--- src/rtl/str_xfer_pkg.sv ---
package str_xfer_pkg;
  localparam int DATA_W = 32;

  typedef enum logic [1:0] {OP_LOAD = 2'd0, OP_STORE = 2'd1, OP_MOVE = 2'd2} str_op_e;
  typedef enum logic [1:0] {SZ_BYTE = 2'd0, SZ_WORD = 2'd1, SZ_DWORD = 2'd2} str_size_e;
  typedef enum logic [1:0] {ST_IDLE = 2'd0, ST_RD = 2'd1, ST_WR = 2'd2} str_state_e;

  function automatic logic [DATA_W-1:0] elem_mask(logic [1:0] sz);
    case (sz)
      SZ_BYTE: elem_mask = DATA_W'(32'h0000_00ff);
      SZ_WORD: elem_mask = DATA_W'(32'h0000_ffff);
      default: elem_mask = DATA_W'(32'hffff_ffff);
    endcase
  endfunction
endpackage

--- src/rtl/str_addr_gen.sv ---
module str_addr_gen #(
  parameter int SEG_W  = 16,
  parameter int IDX_W  = 16,
  parameter int SHIFT  = 4,
  parameter int ADDR_W = SEG_W + SHIFT
) (
  input  logic [SEG_W-1:0]  seg_i,
  input  logic [IDX_W-1:0]  idx_i,
  output logic [ADDR_W-1:0] addr_o
);
  logic [ADDR_W-1:0] seg_sh, idx_ext;

  always_comb begin
    seg_sh  = ADDR_W'(seg_i) << SHIFT;
    idx_ext = ADDR_W'(idx_i);
    addr_o  = seg_sh + idx_ext; // carry out dropped: wraps at 2^ADDR_W
  end
endmodule

--- src/rtl/str_ctrl.sv ---
module str_ctrl import str_xfer_pkg::*; (
  input  logic       clk_i,
  input  logic       rst_ni,
  input  logic       start_i,
  input  logic [1:0] op_i,
  input  logic [1:0] size_i,
  input  logic       dir_i,
  input  logic       rep_i,
  input  logic       cnt_zero_i,
  input  logic       cnt_one_i,
  input  logic       ready_i,
  output logic       req_o,
  output logic       we_o,
  output logic       busy_o,
  output logic [1:0] op_o,
  output logic [1:0] size_o,
  output logic       dir_o,
  output logic       rep_o,
  output logic       rd_done_o,
  output logic       el_done_o
);
  str_state_e state_q;
  logic [1:0] op_q, size_q;
  logic       dir_q, rep_q, go;

  function automatic str_state_e first_st(logic [1:0] op);
    first_st = (op == OP_STORE) ? ST_WR : ST_RD;
  endfunction

  always_comb begin
    go        = start_i && (state_q == ST_IDLE) && (op_i != 2'd3) && (size_i != 2'd3)
                && !(rep_i && cnt_zero_i);
    req_o     = (state_q != ST_IDLE);
    we_o      = (state_q == ST_WR);
    busy_o    = (state_q != ST_IDLE);
    rd_done_o = (state_q == ST_RD) && ready_i;
    el_done_o = ready_i && ((state_q == ST_WR) || (state_q == ST_RD && op_q == OP_LOAD));
  end

  always_ff @(posedge clk_i or negedge rst_ni) begin
    if (!rst_ni) begin
      state_q <= ST_IDLE;
      op_q    <= OP_LOAD;
      size_q  <= SZ_BYTE;
      dir_q   <= 1'b0;
      rep_q   <= 1'b0;
    end else if (go) begin
      state_q <= first_st(op_i);
      op_q    <= op_i;
      size_q  <= size_i;
      dir_q   <= dir_i;
      rep_q   <= rep_i;
    end else if (el_done_o) begin
      state_q <= (rep_q && !cnt_one_i) ? first_st(op_q) : ST_IDLE;
    end else if (rd_done_o) begin
      state_q <= ST_WR; // move: write follows the returned read
    end
  end

  assign op_o   = op_q;
  assign size_o = size_q;
  assign dir_o  = dir_q;
  assign rep_o  = rep_q;

  p_move_order_r4: assert property (@(posedge clk_i) disable iff (!rst_ni)
    (req_o && !we_o && ready_i && op_q == OP_MOVE) |=> (req_o && we_o));
  p_hold_req_r6: assert property (@(posedge clk_i) disable iff (!rst_ni)
    (req_o && !ready_i) |=> (req_o && $stable(we_o)));
  p_zero_count_r8: assert property (@(posedge clk_i) disable iff (!rst_ni)
    (!busy_o && start_i && rep_i && cnt_zero_i) |=> !busy_o);
  p_single_elem_r9: assert property (@(posedge clk_i) disable iff (!rst_ni)
    (el_done_o && !rep_q) |=> !busy_o);
endmodule

--- src/rtl/str_regs.sv ---
module str_regs import str_xfer_pkg::*; #(
  parameter int IDX_W = 16,
  parameter int CNT_W = 16
) (
  input  logic              clk_i,
  input  logic              rst_ni,
  input  logic              busy_i,
  input  logic              cfg_we_i,
  input  logic [IDX_W-1:0]  si_wdata_i,
  input  logic [IDX_W-1:0]  di_wdata_i,
  input  logic [CNT_W-1:0]  cnt_wdata_i,
  input  logic [DATA_W-1:0] acc_wdata_i,
  input  logic [1:0]        op_i,
  input  logic [1:0]        size_i,
  input  logic              dir_i,
  input  logic              rep_i,
  input  logic              ready_i,
  input  logic              rd_done_i,
  input  logic              el_done_i,
  input  logic [DATA_W-1:0] rdata_i,
  output logic [IDX_W-1:0]  si_o,
  output logic [IDX_W-1:0]  di_o,
  output logic [CNT_W-1:0]  cnt_o,
  output logic [DATA_W-1:0] acc_o,
  output logic [DATA_W-1:0] wdata_o,
  output logic              cnt_zero_o,
  output logic              cnt_one_o
);
  logic [IDX_W-1:0]  si_q, di_q, step, delta;
  logic [CNT_W-1:0]  cnt_q;
  logic [DATA_W-1:0] acc_q, buf_q, mask;
  logic              cfg_ok;

  always_comb begin
    mask       = elem_mask(size_i);
    step       = IDX_W'(1) << size_i;
    delta      = dir_i ? (~step + IDX_W'(1)) : step;
    cfg_ok     = cfg_we_i && !busy_i;
    wdata_o    = ((op_i == OP_MOVE) ? buf_q : acc_q) & mask;
    cnt_zero_o = (cnt_q == '0);
    cnt_one_o  = (cnt_q == CNT_W'(1));
  end

  always_ff @(posedge clk_i or negedge rst_ni) begin
    if (!rst_ni) begin
      si_q  <= '0;
      di_q  <= '0;
      cnt_q <= '0;
      acc_q <= '0;
      buf_q <= '0;
    end else if (cfg_ok) begin
      si_q  <= si_wdata_i;
      di_q  <= di_wdata_i;
      cnt_q <= cnt_wdata_i;
      acc_q <= acc_wdata_i;
    end else begin
      if (rd_done_i && op_i == OP_LOAD) acc_q <= (acc_q & ~mask) | (rdata_i & mask);
      if (rd_done_i && op_i == OP_MOVE) buf_q <= rdata_i;
      if (el_done_i) begin
        if (op_i != OP_STORE) si_q <= si_q + delta;
        if (op_i != OP_LOAD)  di_q <= di_q + delta;
        if (rep_i)            cnt_q <= cnt_q - CNT_W'(1);
      end
    end
  end

  assign si_o  = si_q;
  assign di_o  = di_q;
  assign cnt_o = cnt_q;
  assign acc_o = acc_q;

  p_busy_frozen_r10: assert property (@(posedge clk_i) disable iff (!rst_ni)
    (busy_i && !ready_i) |=> ($stable(si_q) && $stable(di_q) && $stable(cnt_q) && $stable(acc_q)));
  p_cnt_down_r7: assert property (@(posedge clk_i) disable iff (!rst_ni)
    (el_done_i && rep_i) |=> (cnt_q == $past(cnt_q) - CNT_W'(1)));
  p_cnt_kept_r9: assert property (@(posedge clk_i) disable iff (!rst_ni)
    (el_done_i && !rep_i) |=> $stable(cnt_q));
  p_src_step_r5: assert property (@(posedge clk_i) disable iff (!rst_ni)
    (el_done_i && op_i != OP_STORE) |=> (IDX_W'(si_q - $past(si_q)) == $past(delta)));
  p_store_si_r5: assert property (@(posedge clk_i) disable iff (!rst_ni)
    (el_done_i && op_i == OP_STORE) |=> $stable(si_q));
endmodule

--- src/rtl/str_xfer_seq.sv ---
module str_xfer_seq import str_xfer_pkg::*; #(
  parameter int IDX_W     = 16,
  parameter int SEG_W     = 16,
  parameter int CNT_W     = 16,
  parameter int SEG_SHIFT = 4,
  localparam int ADDR_W   = SEG_W + SEG_SHIFT
) (
  input  logic              clk_i,
  input  logic              rst_ni,
  input  logic              start_i,
  input  logic [1:0]        op_i,
  input  logic [1:0]        size_i,
  input  logic              dir_i,
  input  logic              rep_i,
  output logic              busy_o,
  input  logic              cfg_we_i,
  input  logic [IDX_W-1:0]  si_wdata_i,
  input  logic [IDX_W-1:0]  di_wdata_i,
  input  logic [CNT_W-1:0]  cnt_wdata_i,
  input  logic [DATA_W-1:0] acc_wdata_i,
  input  logic [SEG_W-1:0]  ds_i,
  input  logic [SEG_W-1:0]  es_i,
  output logic [IDX_W-1:0]  si_o,
  output logic [IDX_W-1:0]  di_o,
  output logic [CNT_W-1:0]  cnt_o,
  output logic [DATA_W-1:0] acc_o,
  output logic              req_o,
  output logic              we_o,
  output logic [ADDR_W-1:0] addr_o,
  output logic [1:0]        size_o,
  output logic [DATA_W-1:0] wdata_o,
  input  logic [DATA_W-1:0] rdata_i,
  input  logic              ready_i
);
  logic [1:0]        op_q, size_q;
  logic              dir_q, rep_q, rd_done, el_done, cnt_zero, cnt_one;
  logic [ADDR_W-1:0] ea [2];
  logic [SEG_W-1:0]  seg_sel [2];
  logic [IDX_W-1:0]  idx_sel [2];

  str_ctrl u_ctrl (
    .clk_i, .rst_ni, .start_i, .op_i, .size_i, .dir_i, .rep_i,
    .cnt_zero_i(cnt_zero), .cnt_one_i(cnt_one), .ready_i,
    .req_o, .we_o, .busy_o,
    .op_o(op_q), .size_o(size_q), .dir_o(dir_q), .rep_o(rep_q),
    .rd_done_o(rd_done), .el_done_o(el_done)
  );

  str_regs #(.IDX_W(IDX_W), .CNT_W(CNT_W)) u_regs (
    .clk_i, .rst_ni, .busy_i(busy_o), .cfg_we_i,
    .si_wdata_i, .di_wdata_i, .cnt_wdata_i, .acc_wdata_i,
    .op_i(op_q), .size_i(size_q), .dir_i(dir_q), .rep_i(rep_q),
    .ready_i, .rd_done_i(rd_done), .el_done_i(el_done), .rdata_i,
    .si_o, .di_o, .cnt_o, .acc_o, .wdata_o,
    .cnt_zero_o(cnt_zero), .cnt_one_o(cnt_one)
  );

  // port 0: source through data segment, port 1: destination through extra segment
  assign seg_sel[0] = ds_i;
  assign seg_sel[1] = es_i;
  assign idx_sel[0] = si_o;
  assign idx_sel[1] = di_o;

  for (genvar g = 0; g < 2; g++) begin : g_ea
    str_addr_gen #(.SEG_W(SEG_W), .IDX_W(IDX_W), .SHIFT(SEG_SHIFT), .ADDR_W(ADDR_W)) u_ea (
      .seg_i(seg_sel[g]), .idx_i(idx_sel[g]), .addr_o(ea[g])
    );
  end

  assign addr_o = we_o ? ea[1] : ea[0];
  assign size_o = size_q;

  p_hold_addr_r6: assert property (@(posedge clk_i) disable iff (!rst_ni)
    (req_o && !ready_i) |=> ($stable(addr_o) && $stable(size_o) && $stable(wdata_o)));
  p_store_write_r3: assert property (@(posedge clk_i) disable iff (!rst_ni)
    (req_o && op_q == OP_STORE) |-> we_o);
  p_load_read_r2: assert property (@(posedge clk_i) disable iff (!rst_ni)
    (req_o && op_q == OP_LOAD) |-> !we_o);
endmodule

--- config.mk ---
export PLATFORM = sky130hd
export DESIGN_NAME = str_xfer_seq
export DESIGN_NICKNAME = d
export VERILOG_FILES = /design/src/rtl/str_xfer_pkg.sv /design/src/rtl/str_addr_gen.sv /design/src/rtl/str_ctrl.sv /design/src/rtl/str_regs.sv /design/src/rtl/str_xfer_seq.sv
export SDC_FILE = /design/constraint.sdc
export NUM_CORES = 1
export LEC_CHECK = 0
export ABC_CLOCK_PERIOD_IN_PS = 4500
export BUFFER_PORTS_ARGS = -buffer_cell sky130_fd_sc_hd__buf_2
export CELL_PAD_IN_SITES_DETAIL_PLACEMENT = 1
export CELL_PAD_IN_SITES_GLOBAL_PLACEMENT = 1
export CORE_MARGIN = 10
export CORE_UTILIZATION = 38
export CTS_CLUSTER_DIAMETER = 100
export DETAILED_ROUTE_END_ITERATION = 8
export PLACE_DENSITY_LB_ADDON = 0.1
export SYNTH_ARGS = -nofsm -noshare
export SYNTH_HDL_FRONTEND = slang
export SYNTH_SLANG_ARGS = --single-unit
--- constraint.sdc ---
create_clock -name clk_i -period 4.5 [get_ports clk_i]
set_clock_uncertainty 0.05 [all_clocks]
set_input_delay 0.225 -clock clk_i [delete_from_list [all_inputs] [get_ports clk_i]]
set_output_delay 0.225 -clock clk_i [all_outputs]
set_load 0.1 [all_outputs]
== Yosys cells after proc, flatten, opt, wreduce, memory -nomap -nowiden ==
Cells that the tools add are included.

* Reduce and logical (&&, ||, !) cells: 32
* Multiplexer cells: 21
* Eq/ne operators: 10
* Shift-type cells: 1
* $add $sub $neg: 6
* Bitwise operators: 7

{| class="wikitable"
|+ Operators by type and width
! cell !! count
|-
| $mux W16 || 10
|-
| $and A32 B32 Y32 || 3
|-
| $mux W32 || 3
|-
| $pmux W32 S2 || 1
|-
| $add A20 B16 Y20 || 2
|-
| $add A16 B16 Y16 || 2
|-
| $not A32 Y32 || 1
|-
| $or A32 B32 Y32 || 1
|-
| $mux W20 || 1
|-
| $add A16 B1 Y16 const B || 1
|-
| $eq A16 B1 Y1 const B || 1
|-
| $logic_not A16 Y1 || 1
|-
| $not A16 Y16 || 1
|-
| $shl A1 B2 Y16 const A || 1
|-
| $sub A16 B1 Y16 const B || 1
|-
| $reduce_bool A2 Y1 || 7
|-
| $logic_and A1 B1 Y1 || 12
|-
| $mux W2 || 6
|-
| $eq A2 B1 Y1 const B || 4
|-
| $reduce_and A2 Y1 || 4
|-
| $logic_not A2 Y1 || 3
|-
| $eq A2 B2 Y1 const B || 2
|-
| $ne A2 B2 Y1 const B || 2
|-
| $logic_not A1 Y1 || 3
|-
| other kinds (4) || 4
|}

* Output and inout port bits: 137
* Flip-flop bits (word level): 120
* Bits of input ports: 155

== Longest topological paths before layout ==
Gate-level depths: netlist (run 1).

* Depth in word-level cells: 8
* Mapped depth: 13
* Mapped depth without buffers: 12

== Cells and area by module ==
From an unflattened synthesis (run 1), not the netlist that was laid out.

* Cells, all modules: 1072
* Area, all modules: 9233.9 sq um

{| class="wikitable"
|+ Modules (own cells, without submodules)
! module !! sequential area each (sq um) !! cells an instance !! area each (sq um) !! times used
|-
| str_regs || 2802.7 || 794 || 6814.0 || 1
|-
| str_addr_gen || 0.0 || 108 || 820.8 || 2
|-
| str_ctrl || 200.2 || 40 || 455.4 || 1
|-
| str_xfer_seq || 0.0 || 22 || 322.8 || 1
|}

== Worst setup path after synthesis (run 1) ==
Ideal clock, no wire load.

* Kind: flip-flop to output port
* From: register u_regs.di_q[4], in the netlist u_regs.di_o[4]
* To: output port addr_o[12]
* Arrival: 4653 ps
* Stages on the path, launching flop included: 10
* Data required time: 4225 ps
* Setup slack: -428 ps
* Cells stage by stage: dfrtp_1 ha_1 inv_1 fa_1 nor2b_1 o2111ai_1 a21boi_0 o21a_1 nor3_1 o31ai_1

* Longest elaborated chain between the ends: 2

{| class="wikitable"
|+ RTL lines
! what !! line !! text
|-
| start, declared || str_regs.sv:29 || <nowiki>logic [IDX_W-1:0] si_q, di_q, step, delta;</nowiki>
|-
| start signal, assigned || str_regs.sv:53 || <nowiki>di_q <= di_wdata_i;</nowiki>
|-
| start signal, assigned || str_regs.sv:61 || <nowiki>if (op_i != OP_LOAD) di_q <= di_q + delta;</nowiki>
|-
| $add A20 B16 Y20 || str_addr_gen.sv:16 || <nowiki>addr_o = seg_sh + idx_ext;</nowiki>
|-
| $mux W20 || str_xfer_seq.sv:70 || <nowiki>assign addr_o = we_o ? ea[1] : ea[0];</nowiki>
|-
| end, declared || str_xfer_seq.sv:29 || <nowiki>output logic [ADDR_W-1:0] addr_o,</nowiki>
|}

No other way between the ends.

== Worst setup path in the final report (run 1) ==
* From: register u_regs.si_q[4], in the netlist u_regs.si_o[4]
* To: output port addr_o[18]

* Longest elaborated chain between the ends: 2

{| class="wikitable"
|+ RTL lines
! what !! line !! text
|-
| start, declared || str_regs.sv:29 ||
|-
| start signal, assigned || str_regs.sv:52 || <nowiki>si_q <= si_wdata_i;</nowiki>
|-
| start signal, assigned || str_regs.sv:60 || <nowiki>if (op_i != OP_STORE) si_q <= si_q + delta;</nowiki>
|-
| $add A20 B16 Y20 || str_addr_gen.sv:16 ||
|-
| $mux W20 || str_xfer_seq.sv:70 ||
|}

No other way between the ends.

==> results of run 1 <==
## through the flow
step | worst slack (ns) | instances
2_1_floorplan | 0.00868 | 1032
4_1_cts | 0.717 | 1677
6_report | 0.688 | 1682
5_1_grt | 0.522 | 1680
3_3_place_gp | 1.06 | 1571
3_5_place_dp | 0.975 | 1571
## placed cells by master (no fill, tap or decap), drive strengths merged, types with 5 or more instances in the layout
cell type,n
mux2i,35
a21o,13
nand3,18
clkbuf,18
mux2,40
buf,306
o21a,12
nor3,14
o211ai,18
and3,8
xor2,15
a211oi,10
a21boi,20
ha,55
a221o,6
nor2b,5
a31oi,18
and2,5
a22oi,6
a221oi,5
a21oi,62
nand2b,12
nand2,209
a211o,5
nand4,9
o31ai,5
dlygate4sd3,75
xnor2,35
nor2,57
or3,7
dfrtp,120
o21bai,5
inv,30
o21ai,82
## critical path, delay by kind of cell (launching register included)
kind                     cells  cell delay, ns
buffers and inverters        2            0.51
adder cells (fa/ha/maj)      2            0.62
AND/OR/NAND/NOR              2            0.67
AO/OA/AOI/OAI                4            0.84
flip-flops                   1            0.46
## cells by family after synthesis
family | after synthesis | synth area share [%]
and+or+nand+nor | 363 | 18.5
AOI/OAI and AO/OA | 289 | 21.0
DFF | 120 | 34.1
buffers and inverters | 76 | 3.51
muxes | 75 | 9.10
adders and majority gates | 59 | 8.73
xor gates and xnor gates | 50 | 4.98
## per-layer routing
metal / track usage (%) / part of all wire (%)
met5: 0 / 0.078
met4: 5.10 / 1.3
met3: 7.07 / 7.2
met2: 38.3 / 48
met1: 27.5 / 43
## area by class of cell
class / count / area share, %
flip-flops and latches: 120 / 25.2
inverters: 24 / 0.756
clock inverters: 14 / 1.56
multi-input cells: 836 / 46.2
well taps: 285 / 2.99
diodes: 4 / 0.0840
clock buffers: 18 / 3.69
repair buffers: 381 / 19.5
## worst paths after layout
kind                                  start               end  depth (start not counted)
setup reg to reg           u_ctrl.size_o[0]   u_regs.si_o[13]                         12
min in group asynchronous            rst_ni   u_regs.di_o[14]                          2
max in group asynchronous            rst_ni    u_regs.di_o[2]                          3
setup / recovery             u_regs.si_o[4]        addr_o[18]                         10
hold reg to reg            u_regs.buf_q[29]  u_regs.buf_q[29]                          1
hold / removal               di_wdata_i[10]   u_regs.di_o[10]                          3
==> flow_summary_export.csv, run 1 <==
group,metric,value,unit
run_status,outcome,"finished, final reports clean",
timing,worst-slew-pin-transition,1.15,ns
drt,drc,0,
global_route,first_pass_grt_wire_length,53.1,mm
synth,synth.yosys.seq_area_share,34.1,%
synth,netlist_area,8800,sq um
clock_network,maximum_count_of_clock_buffers_along_a_single_path,2,
timing,finalHoldViolations,0,
cells_and_area,drive_above_1_share,28.1,%
placement,dpl_cell_area,10500,sq um
clock_network,tritoncts,"yes",
cells_and_area,number_of_inserted_filler_cells_in_the_final_layout,2725,
critical_path,crit_path_top_delay_cell,"or4_1",
clock_network,number_of_buffers_inserted_by_post_cts_setup_repair,0,
global_route,largest_net_degree_at_the_start_of_global_routing,68,
critical_path,data_arrival_time_of_the_critical_path,3.54,ns
synth,post_synth_num_cell_types,69,
synth,yosys.cell_count.top_type,"nand2_1",
cells_and_area,design_area,11900,sq um
floorplanning,die_height,172,um
synth,flip_flop_cell_with_the_highest_count_after_synthesis,"dfrtp_1",
drt,via_per_inst,5.40,
global_route,first_global_vias,9629,
hold_path,hp-class,"input port to flop",
placement,port_bufs,291,
placement,place.gp.congestion,0.839,
clock_network,post_cts.resized_instances,0,
timing,setup_repair_after_global_routing_missed_its_margin,"false",
synth,yosysTopAreaCellShare,34.1,%
critical_path,critical_path.cell_chain,"ha_1 -> inv_1 -> fa_1 -> nand2b_1 -> a21oi_1 -> o41ai_1 -> o31a_1 -> or4_1 -> o211ai_1 -> buf_2",
synth,post_synthesis_area_per_instance,8.53,sq um
timing,maxClockFrequency,262,MHz
synth,syn-num-nets,1246,
critical_path,worst_setup_path_end_kind,"output pin",
critical_path,r2r_setup_slack,0.92,ns
clock_network,cts.clk_slew.worst_paths,0.06,ns
timing,min_period_over_period,84.7,%
timing,final.min_clock_period,3.81,ns
critical_path,critical_path.max_stage_delay,0.47,ns
drt,route.detailed.wl_per_inst,20.5,um
critical_path,criticalPathCategory,"flop to output pin",
floorplanning,chipWidth,172,um
critical_path,cp-start-kind,"flop",
floorplanning,design.die.area,29600,sq um
cells_and_area,area.sequential,3000,sq um
clock_network,root_buffer,"clkbuf_16",
synth,synth_area_leaders,"dfrtp_1 34%, nand2_1 8.9%, ha_1 7.8%, mux2_2 5.1%, o21ai_0 4.5%",
placement,hpwlAfterDp,25.6,mm
critical_path,cp_max_fo,4,
synth,synthTopCellsByCount,"209 x nand2_1, 120 x dfrtp_1, 79 x o21ai_0",
floorplanning,initial_core_util,38.7,%
timing,total_negative_slack,0,ns
drt,dr.pass1.iters,5,
synth,synth_cells,1032,
clock_network,clock_sink_count,120,
cells_and_area,area_used_by_multi_input_combinational_logic,5510,sq um
floorplanning,fp-row-count,55,
synth,ys.warnings.count,0,
clock_network,cts_hold_buffers,74,
global_route,grt_util_all_layers,22.6,%
clock_network,cts_max_level,4,
global_route,grt_antenna_before_repair,5,
floorplanning,core_region_area,22700,sq um
drt,drt_wl_total,34.4,mm
synth,synth_top_area_cell,"dfrtp_1",
job,reported_max_cap_violation_count,0,
clock_network,latest_clock_arrival_within_the_worst_skew_pair,0.42,ns
timing,final.hold.worst_slack,0.0120,ns
synth,synth-async-reset-ratio,100,%
critical_path,cp.required,4.22,ns
clock_network,cts_made_buffers,17,
cells_and_area,synthToLayoutAreaGrowth,35.4,%
synth,synth_edf_count,0,
cells_and_area,final_nets,1594,
drt,drtIter0Drc,455,
synth,synth_seq_cells,120,
timing,timing.final.setup_violations,0,
timing,slew-limit-headroom,23.1,%
floorplanning,top_level_ports,292,
cells_and_area,post-route-util,52.5,%
drt,vias,9084,
global_route,grt_overflow_total,0,
drt,antenna_left,0,
timing,timing_max_transition_violations_final,0,
Power of run 1 is not shown: default switching activity piles up to over one toggle a cycle in this logic, so the estimate is an artifact.
==> run 2, diff against run 1 <==
ABC_CLOCK_PERIOD_IN_PS = 4000   (was 4500)
clock period = 4 ns   (was 4.5 ns; I/O delays follow)
==> flow_summary_export.csv, run 2 (synthesis gave the netlist of run 1 again) <==
group,metric,value,unit
clock_network,latest_clock_arrival_within_the_worst_skew_pair,0.42,ns
critical_path,critical_path.cell_chain,"ha_1 -> inv_1 -> fa_1 -> nand2b_1 -> a21oi_1 -> o41ai_1 -> o31a_1 -> or4_1 -> o211ai_1 -> buf_2",
critical_path,crit_path_top_delay_cell,"or4_1",
critical_path,data_arrival_time_of_the_critical_path,3.43,ns
cells_and_area,synthToLayoutAreaGrowth,38.4,%
clock_network,maximum_count_of_clock_buffers_along_a_single_path,2,
critical_path,worst-path-buf-inv,2,
placement,port_bufs,291,
timing,worst-slew-pin-transition,1.17,ns
clock_network,clock_sink_count,120,
placement,dpl_cell_area,10600,sq um
timing,final.hold.worst_slack,0.0202,ns
drt,vias,9338,
cells_and_area,number_of_inserted_filler_cells_in_the_final_layout,2739,
global_route,grt_antenna_before_repair,3,
drt,dr.pass1.iters,4,
timing,timing.final.setup_violations,0,
global_route,grt_overflow_total,0,
clock_network,cts_made_buffers,17,
floorplanning,fp-row-count,55,
critical_path,critical_path.max_stage_delay,0.49,ns
cells_and_area,area.sequential,3010,sq um
global_route,first_global_vias,10200,
timing,setup_repair_after_global_routing_missed_its_margin,"false",
clock_network,tritoncts,"yes",
global_route,first_pass_grt_wire_length,56.6,mm
clock_network,cts_max_level,4,
clock_network,post_cts.resized_instances,0,
global_route,largest_net_degree_at_the_start_of_global_routing,80,
job,reported_max_cap_violation_count,0,
drt,antenna_left,0,
timing,timing_max_transition_violations_final,0,
hold_path,hp-class,"input port to flop",
clock_network,cts.clk_slew.worst_paths,0.06,ns
cells_and_area,area_used_by_multi_input_combinational_logic,5530,sq um
critical_path,cp-start-kind,"flop",
drt,route.detailed.wl_per_inst,21.0,um
critical_path,cpLargestDelayFamily,"compound AO/OA/AOI/OAI gates",
cells_and_area,design_area,12200,sq um
timing,maxClockFrequency,272,MHz
critical_path,criticalPathCategory,"flop to output pin",
clock_network,root_buffer,"clkbuf_16",
critical_path,worst_setup_path_end_kind,"output pin",
timing,slew-limit-headroom,21.9,%
drt,drtIter0Drc,435,
floorplanning,design.die.area,29600,sq um
placement,place.gp.congestion,0.863,
floorplanning,chipWidth,172,um
timing,final.min_clock_period,3.68,ns
drt,via_per_inst,5.47,
floorplanning,core_region_area,22700,sq um
placement,hpwlAfterDp,25.7,mm
drt,drt_wl_total,35.8,mm
cells_and_area,final_nets,1622,
floorplanning,initial_core_util,38.7,%
critical_path,cp.required,3.75,ns
drt,drc,0,
timing,min_period_over_period,92.0,%
critical_path,cp_max_fo,4,
timing,finalHoldViolations,0,
floorplanning,top_level_ports,292,
global_route,grt_util_all_layers,24.0,%
cells_and_area,most_common_cell_after_layout_fill_and_taps_aside,"buf_2",
cells_and_area,drive_above_1_share,28.1,%
cells_and_area,layout_common_cells,"290 x buf_2, 209 x nand2_1, 116 x dfrtp_1, 104 x dlygate4sd3_1, 76 x o21ai_0",
run_status,outcome,"finished, final reports clean",
floorplanning,die_height,172,um
run 2: changes by cell type in the layout (fill, tap and decap cells not counted), sizes merged:
cell,before,now
clkinvlp,2,3
bufinv,3,1
dlygate4sd3,75,104
buf,306,305
diode,4,2
inv,30,31
run 2: final cells by class:
class                           count  share of cell area, %
Clock inverter                     14                   1.11
Antenna cell                        2                 0.0411
Sequential cell                   120                   24.7
Clock buffer                       18                   3.61
Tap cell                          285                   2.93
Timing Repair Buffer              409                   21.5
Multi-Input combinational cell    836                   45.4
Inverter                           24                  0.740
run 2: path summary, 6_finish.rpt:
kind | slack, ns | depth (start not counted) | from | endpoint
worst max-delay path | 0.32 | 10 | u_regs.si_o[4] | addr_o[18]
worst min-delay path | 0.02 | 3 | di_wdata_i[4] | u_regs.di_o[4]
worst max register to register | 0.42 | 12 | u_ctrl.size_o[1] | u_regs.si_o[13]
worst min register to register | 0.46 | 1 | u_regs.buf_q[7] | u_regs.buf_q[7]
max in group asynchronous | 2.68 | 3 | rst_ni | u_regs.si_o[4]
min in group asynchronous | 0.37 | 2 | rst_ni | u_regs.di_o[14]
run 2: tightest hold or removal path: cells and delay by family:
kind | cells | cell delay [ns]
AND/OR/NAND/NOR | 1 | 0.06
buffers and inverters | 1 | 0.08
AO/OA/AOI/OAI | 1 | 0.11
run 2: per-stage QoR:
step / std cells / worst slack, ns / TNS, ns / utilization (%)
6_report: 1708 / 0.319 / 0 / 53.6
5_1_grt: 1707 / 0.0479 / 0 / 53.6
4_1_cts: 1706 / 0.276 / 0 / 53.6
3_5_place_dp: 1570 / 0.420 / 0 / 46.5
3_3_place_gp: 1570 / 0.581 / 0 / 46.5
2_1_floorplan: 1032 / -0.338 / -4.08 / -
run 2: routing by layer:
layer	vias to the layer above	global-route usage (%)	wire length (um)
met1	4579	28.9	15100
met3	41	7.05	2530
met5	-	0	7
met4	2	6.41	656
li1	4473	-	-
met2	243	40.9	17400
run 2: repair_timing:
item	4_1_cts	5_1_grt
hold endpoints to repair	161	0
setup buffers	0	0
hold buffers	104	0
Power of run 2 is left out for the same reason.
